==> src/rtl/mbp_pkg.sv <==
package mbp_pkg;
  localparam int unsigned DW    = 8;
  localparam int unsigned AW    = 8;
  localparam int unsigned SEL_W = 3;
  localparam int unsigned PC_W  = 6;
  localparam int unsigned NPORT = 2;

  typedef enum logic [SEL_W-1:0] {
    SLOT_CS   = 3'd0,
    SLOT_PA   = 3'd1,
    SLOT_PB   = 3'd2,
    SLOT_PC   = 3'd3,
    SLOT_TLO  = 3'd4,
    SLOT_THI  = 3'd5,
    SLOT_RSV6 = 3'd6,
    SLOT_RSV7 = 3'd7
  } slot_e;

  typedef struct packed {
    logic [AW-1:0] addr;
    logic          io;
    logic          ce_ok;
  } acc_t;
endpackage

==> src/rtl/mbp_capture.sv <==
module mbp_capture
  import mbp_pkg::*;
#(
  parameter bit CE_ACT_HIGH = 1'b0
) (
  input  logic          clk_i,
  input  logic          rst_ni,
  input  logic          ale_i,
  input  logic          ce_i,
  input  logic          io_sel_i,
  input  logic          rd_ni,
  input  logic          wr_ni,
  input  logic [AW-1:0] ad_i,
  output acc_t          acc_o,
  output logic          wr_go_o,
  output logic          rd_go_o,
  output logic          rd_act_o
);
  logic ale_q, rd_q, wr_q;
  acc_t acc_q;

  always_ff @(posedge clk_i or negedge rst_ni) begin
    if (!rst_ni) begin
      ale_q <= 1'b0;
      rd_q  <= 1'b1;
      wr_q  <= 1'b1;
      acc_q <= '0;
    end else begin
      ale_q <= ale_i;
      rd_q  <= rd_ni;
      wr_q  <= wr_ni;
      if (ale_q && !ale_i) begin
        acc_q.addr  <= ad_i;
        acc_q.io    <= io_sel_i;
        acc_q.ce_ok <= (ce_i == CE_ACT_HIGH);
      end
    end
  end

  assign acc_o    = acc_q;
  assign wr_go_o  = wr_q & ~wr_ni & acc_q.ce_ok;
  assign rd_go_o  = rd_q & ~rd_ni & acc_q.ce_ok;
  assign rd_act_o = ~rd_ni & acc_q.ce_ok;
endmodule

==> src/rtl/mbp_ram.sv <==
module mbp_ram #(
  parameter int unsigned AW = 8,
  parameter int unsigned DW = 8
) (
  input  logic          clk_i,
  input  logic          we_i,
  input  logic [AW-1:0] addr_i,
  input  logic [DW-1:0] wdata_i,
  output logic [DW-1:0] rdata_o
);
  localparam int unsigned DEPTH = 1 << AW;

  logic [DW-1:0] mem [DEPTH];

  always_ff @(posedge clk_i) begin
    if (we_i) mem[addr_i] <= wdata_i;
  end

  assign rdata_o = mem[addr_i];
endmodule

==> src/rtl/mbp_regs.sv <==
module mbp_regs
  import mbp_pkg::*;
(
  input  logic                     clk_i,
  input  logic                     rst_ni,
  input  acc_t                     acc_i,
  input  logic                     wr_go_i,
  input  logic                     rd_go_i,
  input  logic [DW-1:0]            wdata_i,
  output logic [DW-1:0]            cmd_o,
  output logic [NPORT-1:0][DW-1:0] lat_o,
  output logic [NPORT-1:0]         dir_o,
  output logic                     cmd_wr_o,
  output logic                     stat_rd_o,
  output logic                     pc_wr_o,
  output logic                     tmr_wr_lo_o,
  output logic                     tmr_wr_hi_o,
  output logic [DW-1:0]            wdata_o
);
  slot_e slot;
  logic  io_wr, io_rd;

  assign slot  = slot_e'(acc_i.addr[SEL_W-1:0]);
  assign io_wr = wr_go_i & acc_i.io;
  assign io_rd = rd_go_i & acc_i.io;

  logic [DW-1:0] cmd_q, wd_q;
  logic cmd_p, stat_p, pc_p, tlo_p, thi_p;

  always_ff @(posedge clk_i or negedge rst_ni) begin
    if (!rst_ni) begin
      cmd_q  <= '0;
      wd_q   <= '0;
      cmd_p  <= 1'b0;
      stat_p <= 1'b0;
      pc_p   <= 1'b0;
      tlo_p  <= 1'b0;
      thi_p  <= 1'b0;
    end else begin
      cmd_p  <= io_wr && slot == SLOT_CS;
      stat_p <= io_rd && slot == SLOT_CS;
      pc_p   <= io_wr && slot == SLOT_PC;
      tlo_p  <= io_wr && slot == SLOT_TLO;
      thi_p  <= io_wr && slot == SLOT_THI;
      if (io_wr) wd_q <= wdata_i;
      if (io_wr && slot == SLOT_CS) cmd_q <= wdata_i;
    end
  end

  // port latches: cleared and write-locked while the port is an input
  for (genvar g = 0; g < NPORT; g++) begin : g_port
    localparam slot_e MY_SLOT = (g == 0) ? SLOT_PA : SLOT_PB;
    logic [DW-1:0] lat_q;
    logic          dir;
    assign dir = cmd_q[g];

    always_ff @(posedge clk_i or negedge rst_ni) begin
      if (!rst_ni)                        lat_q <= '0;
      else if (!dir)                      lat_q <= '0;
      else if (io_wr && slot == MY_SLOT)  lat_q <= wdata_i;
    end

    assign lat_o[g] = lat_q;
    assign dir_o[g] = dir;
  end

  assign cmd_o       = cmd_q;
  assign cmd_wr_o    = cmd_p;
  assign stat_rd_o   = stat_p;
  assign pc_wr_o     = pc_p;
  assign tmr_wr_lo_o = tlo_p;
  assign tmr_wr_hi_o = thi_p;
  assign wdata_o     = wd_q;
endmodule

==> src/rtl/mbp_if.sv <==
module mbp_if
  import mbp_pkg::*;
#(
  parameter bit CE_ACT_HIGH = 1'b0
) (
  input  logic            clk_i,
  input  logic            rst_ni,
  input  logic            ale_i,
  input  logic            ce_i,
  input  logic            io_sel_i,
  input  logic            rd_ni,
  input  logic            wr_ni,
  input  logic [DW-1:0]   ad_i,
  output logic [DW-1:0]   ad_o,
  output logic            ad_oe_o,
  input  logic [DW-1:0]   pa_i,
  output logic [DW-1:0]   pa_o,
  output logic            pa_oe_o,
  input  logic [DW-1:0]   pb_i,
  output logic [DW-1:0]   pb_o,
  output logic            pb_oe_o,
  output logic [DW-1:0]   cmd_o,
  output logic            cmd_wr_o,
  input  logic [PC_W-1:0] hs_stat_i,
  input  logic            tmr_irq_i,
  output logic            stat_rd_o,
  input  logic [PC_W-1:0] pc_rd_i,
  output logic            pc_wr_o,
  input  logic [DW-1:0]   tmr_lo_i,
  input  logic [DW-1:0]   tmr_hi_i,
  output logic            tmr_wr_lo_o,
  output logic            tmr_wr_hi_o,
  output logic [DW-1:0]   wdata_o
);
  localparam int unsigned STAT_PAD = DW - PC_W - 1;
  localparam int unsigned PC_PAD   = DW - PC_W;

  acc_t acc;
  logic wr_go, rd_go, rd_act, ce_ok;
  logic [DW-1:0] ram_rd, rd_data;
  logic [NPORT-1:0][DW-1:0] lat;
  logic [NPORT-1:0] dir;

  mbp_capture #(.CE_ACT_HIGH(CE_ACT_HIGH)) u_cap (
    .clk_i   (clk_i),
    .rst_ni  (rst_ni),
    .ale_i   (ale_i),
    .ce_i    (ce_i),
    .io_sel_i(io_sel_i),
    .rd_ni   (rd_ni),
    .wr_ni   (wr_ni),
    .ad_i    (ad_i),
    .acc_o   (acc),
    .wr_go_o (wr_go),
    .rd_go_o (rd_go),
    .rd_act_o(rd_act)
  );

  assign ce_ok = acc.ce_ok;

  mbp_ram #(.AW(AW), .DW(DW)) u_ram (
    .clk_i  (clk_i),
    .we_i   (wr_go & ~acc.io),
    .addr_i (acc.addr),
    .wdata_i(ad_i),
    .rdata_o(ram_rd)
  );

  mbp_regs u_regs (
    .clk_i      (clk_i),
    .rst_ni     (rst_ni),
    .acc_i      (acc),
    .wr_go_i    (wr_go),
    .rd_go_i    (rd_go),
    .wdata_i    (ad_i),
    .cmd_o      (cmd_o),
    .lat_o      (lat),
    .dir_o      (dir),
    .cmd_wr_o   (cmd_wr_o),
    .stat_rd_o  (stat_rd_o),
    .pc_wr_o    (pc_wr_o),
    .tmr_wr_lo_o(tmr_wr_lo_o),
    .tmr_wr_hi_o(tmr_wr_hi_o),
    .wdata_o    (wdata_o)
  );

  always_comb begin
    rd_data = '0;
    if (!acc.io) begin
      rd_data = ram_rd;
    end else begin
      unique case (slot_e'(acc.addr[SEL_W-1:0]))
        SLOT_CS:  rd_data = {{STAT_PAD{1'b0}}, tmr_irq_i, hs_stat_i};
        SLOT_PA:  rd_data = dir[0] ? lat[0] : pa_i;
        SLOT_PB:  rd_data = dir[1] ? lat[1] : pb_i;
        SLOT_PC:  rd_data = {{PC_PAD{1'b0}}, pc_rd_i};
        SLOT_TLO: rd_data = tmr_lo_i;
        SLOT_THI: rd_data = tmr_hi_i;
        default:  rd_data = '0;
      endcase
    end
  end

  assign ad_oe_o = rd_act;
  assign ad_o    = rd_act ? rd_data : '0;
  assign pa_o    = lat[0];
  assign pb_o    = lat[1];
  assign pa_oe_o = dir[0];
  assign pb_oe_o = dir[1];
endmodule

==> config.mk <==
export PLATFORM = sky130hd
export DESIGN_NAME = mbp_if
export DESIGN_NICKNAME = d
export VERILOG_FILES = /design/src/rtl/mbp_pkg.sv /design/src/rtl/mbp_capture.sv /design/src/rtl/mbp_ram.sv /design/src/rtl/mbp_regs.sv /design/src/rtl/mbp_if.sv
export SDC_FILE = /design/constraint.sdc
export NUM_CORES = 2
export LEC_CHECK = 0
export ABC_AREA = 1
export BUFFER_PORTS_ARGS = -buffer_cell sky130_fd_sc_hd__clkbuf_2
export CAP_MARGIN = 10
export CELL_PAD_IN_SITES_DETAIL_PLACEMENT = 1
export CELL_PAD_IN_SITES_GLOBAL_PLACEMENT = 1
export CORE_ASPECT_RATIO = 0.6
export CORE_UTILIZATION = 35
export CTS_CLUSTER_DIAMETER = 30
export DETAILED_ROUTE_END_ITERATION = 8
export GPL_ROUTABILITY_DRIVEN = 0
export GPL_TIMING_DRIVEN = 0
export PLACE_DENSITY = 0.62
export SYNTH_ARGS = -nofsm -noshare
export SYNTH_HDL_FRONTEND = slang
export SYNTH_SLANG_ARGS = --single-unit
==> constraint.sdc <==
create_clock -name clk_i -period 2.25 [get_ports clk_i]
set_input_delay 0.45 -clock clk_i [delete_from_list [all_inputs] [get_ports clk_i]]
set_output_delay 0.45 -clock clk_i [all_outputs]
set_load 0.005 [all_outputs]
==> flow_summary.yaml <==
floorplan:
  coreArea_mm2: 0.2470
  die_y_um: 388.6
  start_util: 0.3531
  die_area_mm2: 0.2512
  io-pin-count: 108
  num_rows: 141
  die_x_um: 646.4
timing:
  holdWs_ps: 73.50
  worst_clock_skew_ps: 48.89
  setup_slack_ps: -2072
  fin_crit_ps: 4322
  setup_viol: 2091
  min_period_over_period: 1.921
  max_slew_margin: 0.02881
  worst_pin_slew_ps: 1457
  max_freq_mhz: 231.4
  hold_violations: 0
  maxSlewViolCount: 0
  rsz0062_at_grt: "true"
worst_hold_path:
  holdPathEnd: "u_ram.mem[45][1]$_DFFE_PP_"
  holdPathStages: 1
  hold_path_class: "in2reg"
  min-delay-start: "ad_i[1]"
worst_setup_path:
  path_max_fanout: 10
  critPathCaptureType: "output port"
  timing.rr.end: "u_ram.mem[134][2]$_DFFE_PP_"
  ff2ff_setup_slack_ps: -1980
  max_stage_delay_ps: 480
  critPathKind: "reg2out"
  reg2reg_from: "u_cap.acc_o[2]$_DFFE_PN0P_"
  crit_path_frequent_cell: "nand2_1"
  crit_required_ps: 1800
  startpoint_type: "flip-flop"
  rr_worst_depth: 8
  worstPathCellList: "buf_12 > nor2_4 > buf_12 > buf_6 > nand2_1 > nand3_1 > nand2_1 > nand2_4 > nor2_1 > nor2_1 > nor2_1 > nand2_1 > nand2_1 > nand2_1 > o21ai_4 > a21oi_1 > clkbuf_2"
  arrival_ps: 3870
  slowest_stage: "dfrtp_2"
layout:
  layout_common_cells: "4710 x nand2_1, 2048 x edfxtp_1, 453 x nor2_1"
  fin_nets: 8968
  final_common_cell: "nand2_1"
  fillCellCount: 26810
  drive_above_1_share: 0.1573
  area_growth_pct: 23.16
synthesis:
  netlist_instances: 8395
  ys_seq_area_frac: 0.7196
  synth_area_per_cell_um2: 10.39
  syn_area_mm2: 0.08720
  synth_cell_types: 27
  yosys_register_bits: 2098
  syn-num-nets: 8455
  yosysWarnings: 0
drt:
  first_pass_iters: 7
  num_vias: 65330
  drt_iter0_markers: 7687
  antenna_left: 0
  wl_per_cell_um: 26.98
  drcViolationCount: 0
  via_per_inst: 5.230
  wl_um: 337000
run_status:
  outcome: "finished with violations"
  violations: "setup timing"
power:
  finalPower_w: 0.1120
  leakage_nw: 42.78
  combPwrFrac: 0.130
  p_sw_w: 0.03187
  p_int_w: 0.08008
  vdd_drop_max_mv: 0.5909
  seqPwrFrac: 0.386
  clkPwrFrac: 0.484
  power.density_mw_per_mm2: 1042
  sw_frac_of_total: 0.2847
global_route:
  antenna_found_initial: 33
  grt_overflow: 0
  first_global_vias: 64020
  grt_max_degree: 113
  grt_pass1_wl_um: 470800
  grt_use_total: 0.2637
place:
  portBuffers: 107
  hpwl_um: 234100
clock_network:
  cts_tree: "yes"
  cts_buffers: 356
  cts_max_level: 5
  clkTransAtPathRegs_ps: 50
  clock-sinks: 2098
  ctsRootBufferMaster: "clkbuf_16"
  clockBufferDepth: 4
  clk_latency_ps: 890
job:
  cap_violations: 0
## worst max path at each step
stage / start / to / depth (start not counted)
5_1_grt: u_cap.acc_o[2]$_DFFE_PN0P_ / ad_o[1] / 17
2_1_floorplan: u_cap.acc_o[2]$_DFFE_PN0P_ / u_ram.mem[106][0]$_DFFE_PP_ / 9
3_5_place_dp: u_cap.acc_o[2]$_DFFE_PN0P_ / u_ram.mem[202][7]$_DFFE_PP_ / 9
3_3_place_gp: ad_i[5] / u_regs.g_port[1].lat_q[5]$_DFFE_PN0P_ / 3
4_1_cts: u_cap.acc_o[2]$_DFFE_PN0P_ / ad_o[2] / 19
6_report: u_cap.acc_o[2]$_DFFE_PN0P_ / ad_o[4] / 17
## cell type report
class	count	area, um^2	area share
Tap cell	3289	4115	0.03832
Clock buffer	387	9099	0.08472
Inverter	38	160.2	0.001491
Buffer	436	3025	0.02817
Multi-Input combinational cell	5823	23870	0.2222
Antenna cell	4	10.01	0.00009321
Sequential cell	2098	62750	0.5843
Clock inverter	260	2694	0.02508
Timing Repair Buffer	155	1670	0.01555
## power groups by stage
stage / Combinational [W] / Sequential [W] / Clock, W
after floorplan: 0.00627 / 0.0439 / 0
after global placement: 0.0125 / 0.0443 / 0
after detailed placement: 0.0129 / 0.0439 / 0
after CTS: 0.0137 / 0.0432 / 0.0546
after global routing: 0.0154 / 0.0432 / 0.0563
final: 0.0146 / 0.0432 / 0.0542
## cells in the mapped netlist
master,n,area (um^2)
dfstp_2,2,52.55
edfxtp_1,2048,61500
inv_1,30,112.6
nor2_4,1,11.26
o31ai_1,4,30.03
dfrtp_1,48,1201
a22o_1,1,8.760
a221oi_1,4,35.03
buf_2,192,960.9
buf_6,3,33.78
inv_2,6,22.52
nand4_1,2,12.51
clkinv_1,2,7.510
a21oi_1,59,295.3
a211oi_1,2,15.01
buf_1,27,101.4
mux2i_1,3,30.03
clkbuf_1,209,784.5
buf_4,5,37.54
nor3_1,3,15.01
nor2_1,607,2278
nor2_2,5,31.28
nand3_1,207,1036
o21ai_0,44,220.2
a211o_1,1,8.760
nand2_1,4847,18190
o21ai_1,33,165.2
## cells by family (layout without fill, tap and decap cells)
group	after synthesis	after routing	synth area share
AO/OA/AOI/OAI	148	148	0.008925
multiplexers	3	3	0.0003444
AND/OR/NAND/NOR	5672	5672	0.2475
buffers and inverters	474	1276	0.02363
flip-flops	2098	2098	0.7196
other	0	4	0
## worst max-delay path: cells and delay by family, from the launching register on
family / cells / cell delay [ps]
AOI/OAI and AO/OA: 2 / 270
DFF: 1 / 480
buffers and inverters: 4 / 770
and+or+nand+nor: 11 / 1460
## per-stage QoR
step	cells	setup slack (ps)	util	area [um^2]	setup TNS, ps
4_1_cts	12480	-2066	0.4309	106400	-2884910
5_1_grt	12490	-2122	0.4348	107400	-2706260
2_1_floorplan	8395	-122.2	-	87310	-77700
6_report	12490	-2072	0.4348	107400	-2642310
3_3_place_gp	11790	-5001	0.3723	91960	-
3_5_place_dp	11820	-3273	0.3761	92880	-4288020
## flip-flops by register name, indices dropped and copies added (netlist names)
register and flops:
u_ram.mem 2048, u_regs.g_port.lat_q 16, u_cap.acc_o 10, u_regs.cmd_o 8, u_regs.wdata_o 8, u_cap.ale_q 1
u_cap.rd_q 1, u_cap.wr_q 1, u_regs.cmd_wr_o 1, u_regs.pc_wr_o 1, u_regs.stat_rd_o 1, u_regs.tmr_wr_hi_o 1
u_regs.tmr_wr_lo_o 1
## routing by layer
| metal | vias to the layer above | global-route usage | part of all wire | routed length (um) |
|---|---|---|---|---|
| met5 | - | 0 | 0.00020 | 68 |
| met4 | 10 | 0.05202 | 0.020 | 6785 |
| met3 | 457 | 0.08068 | 0.12 | 41550 |
| met2 | 2869 | 0.3424 | 0.38 | 127600 |
| met1 | 33250 | 0.4231 | 0.48 | 161000 |
| li1 | 28740 | - | - | - |
## what timing repair did
action	4_1_cts	5_1_grt
hold buffers	6	0
gates cloned	0	2
resized for setup	607	325
endpoints found under the setup margin	2082	2091
hold endpoints to repair	54	0
buffers inserted	3	3
pin swaps	15	35
No activity file was read; power rests on OpenSTA's default activity.
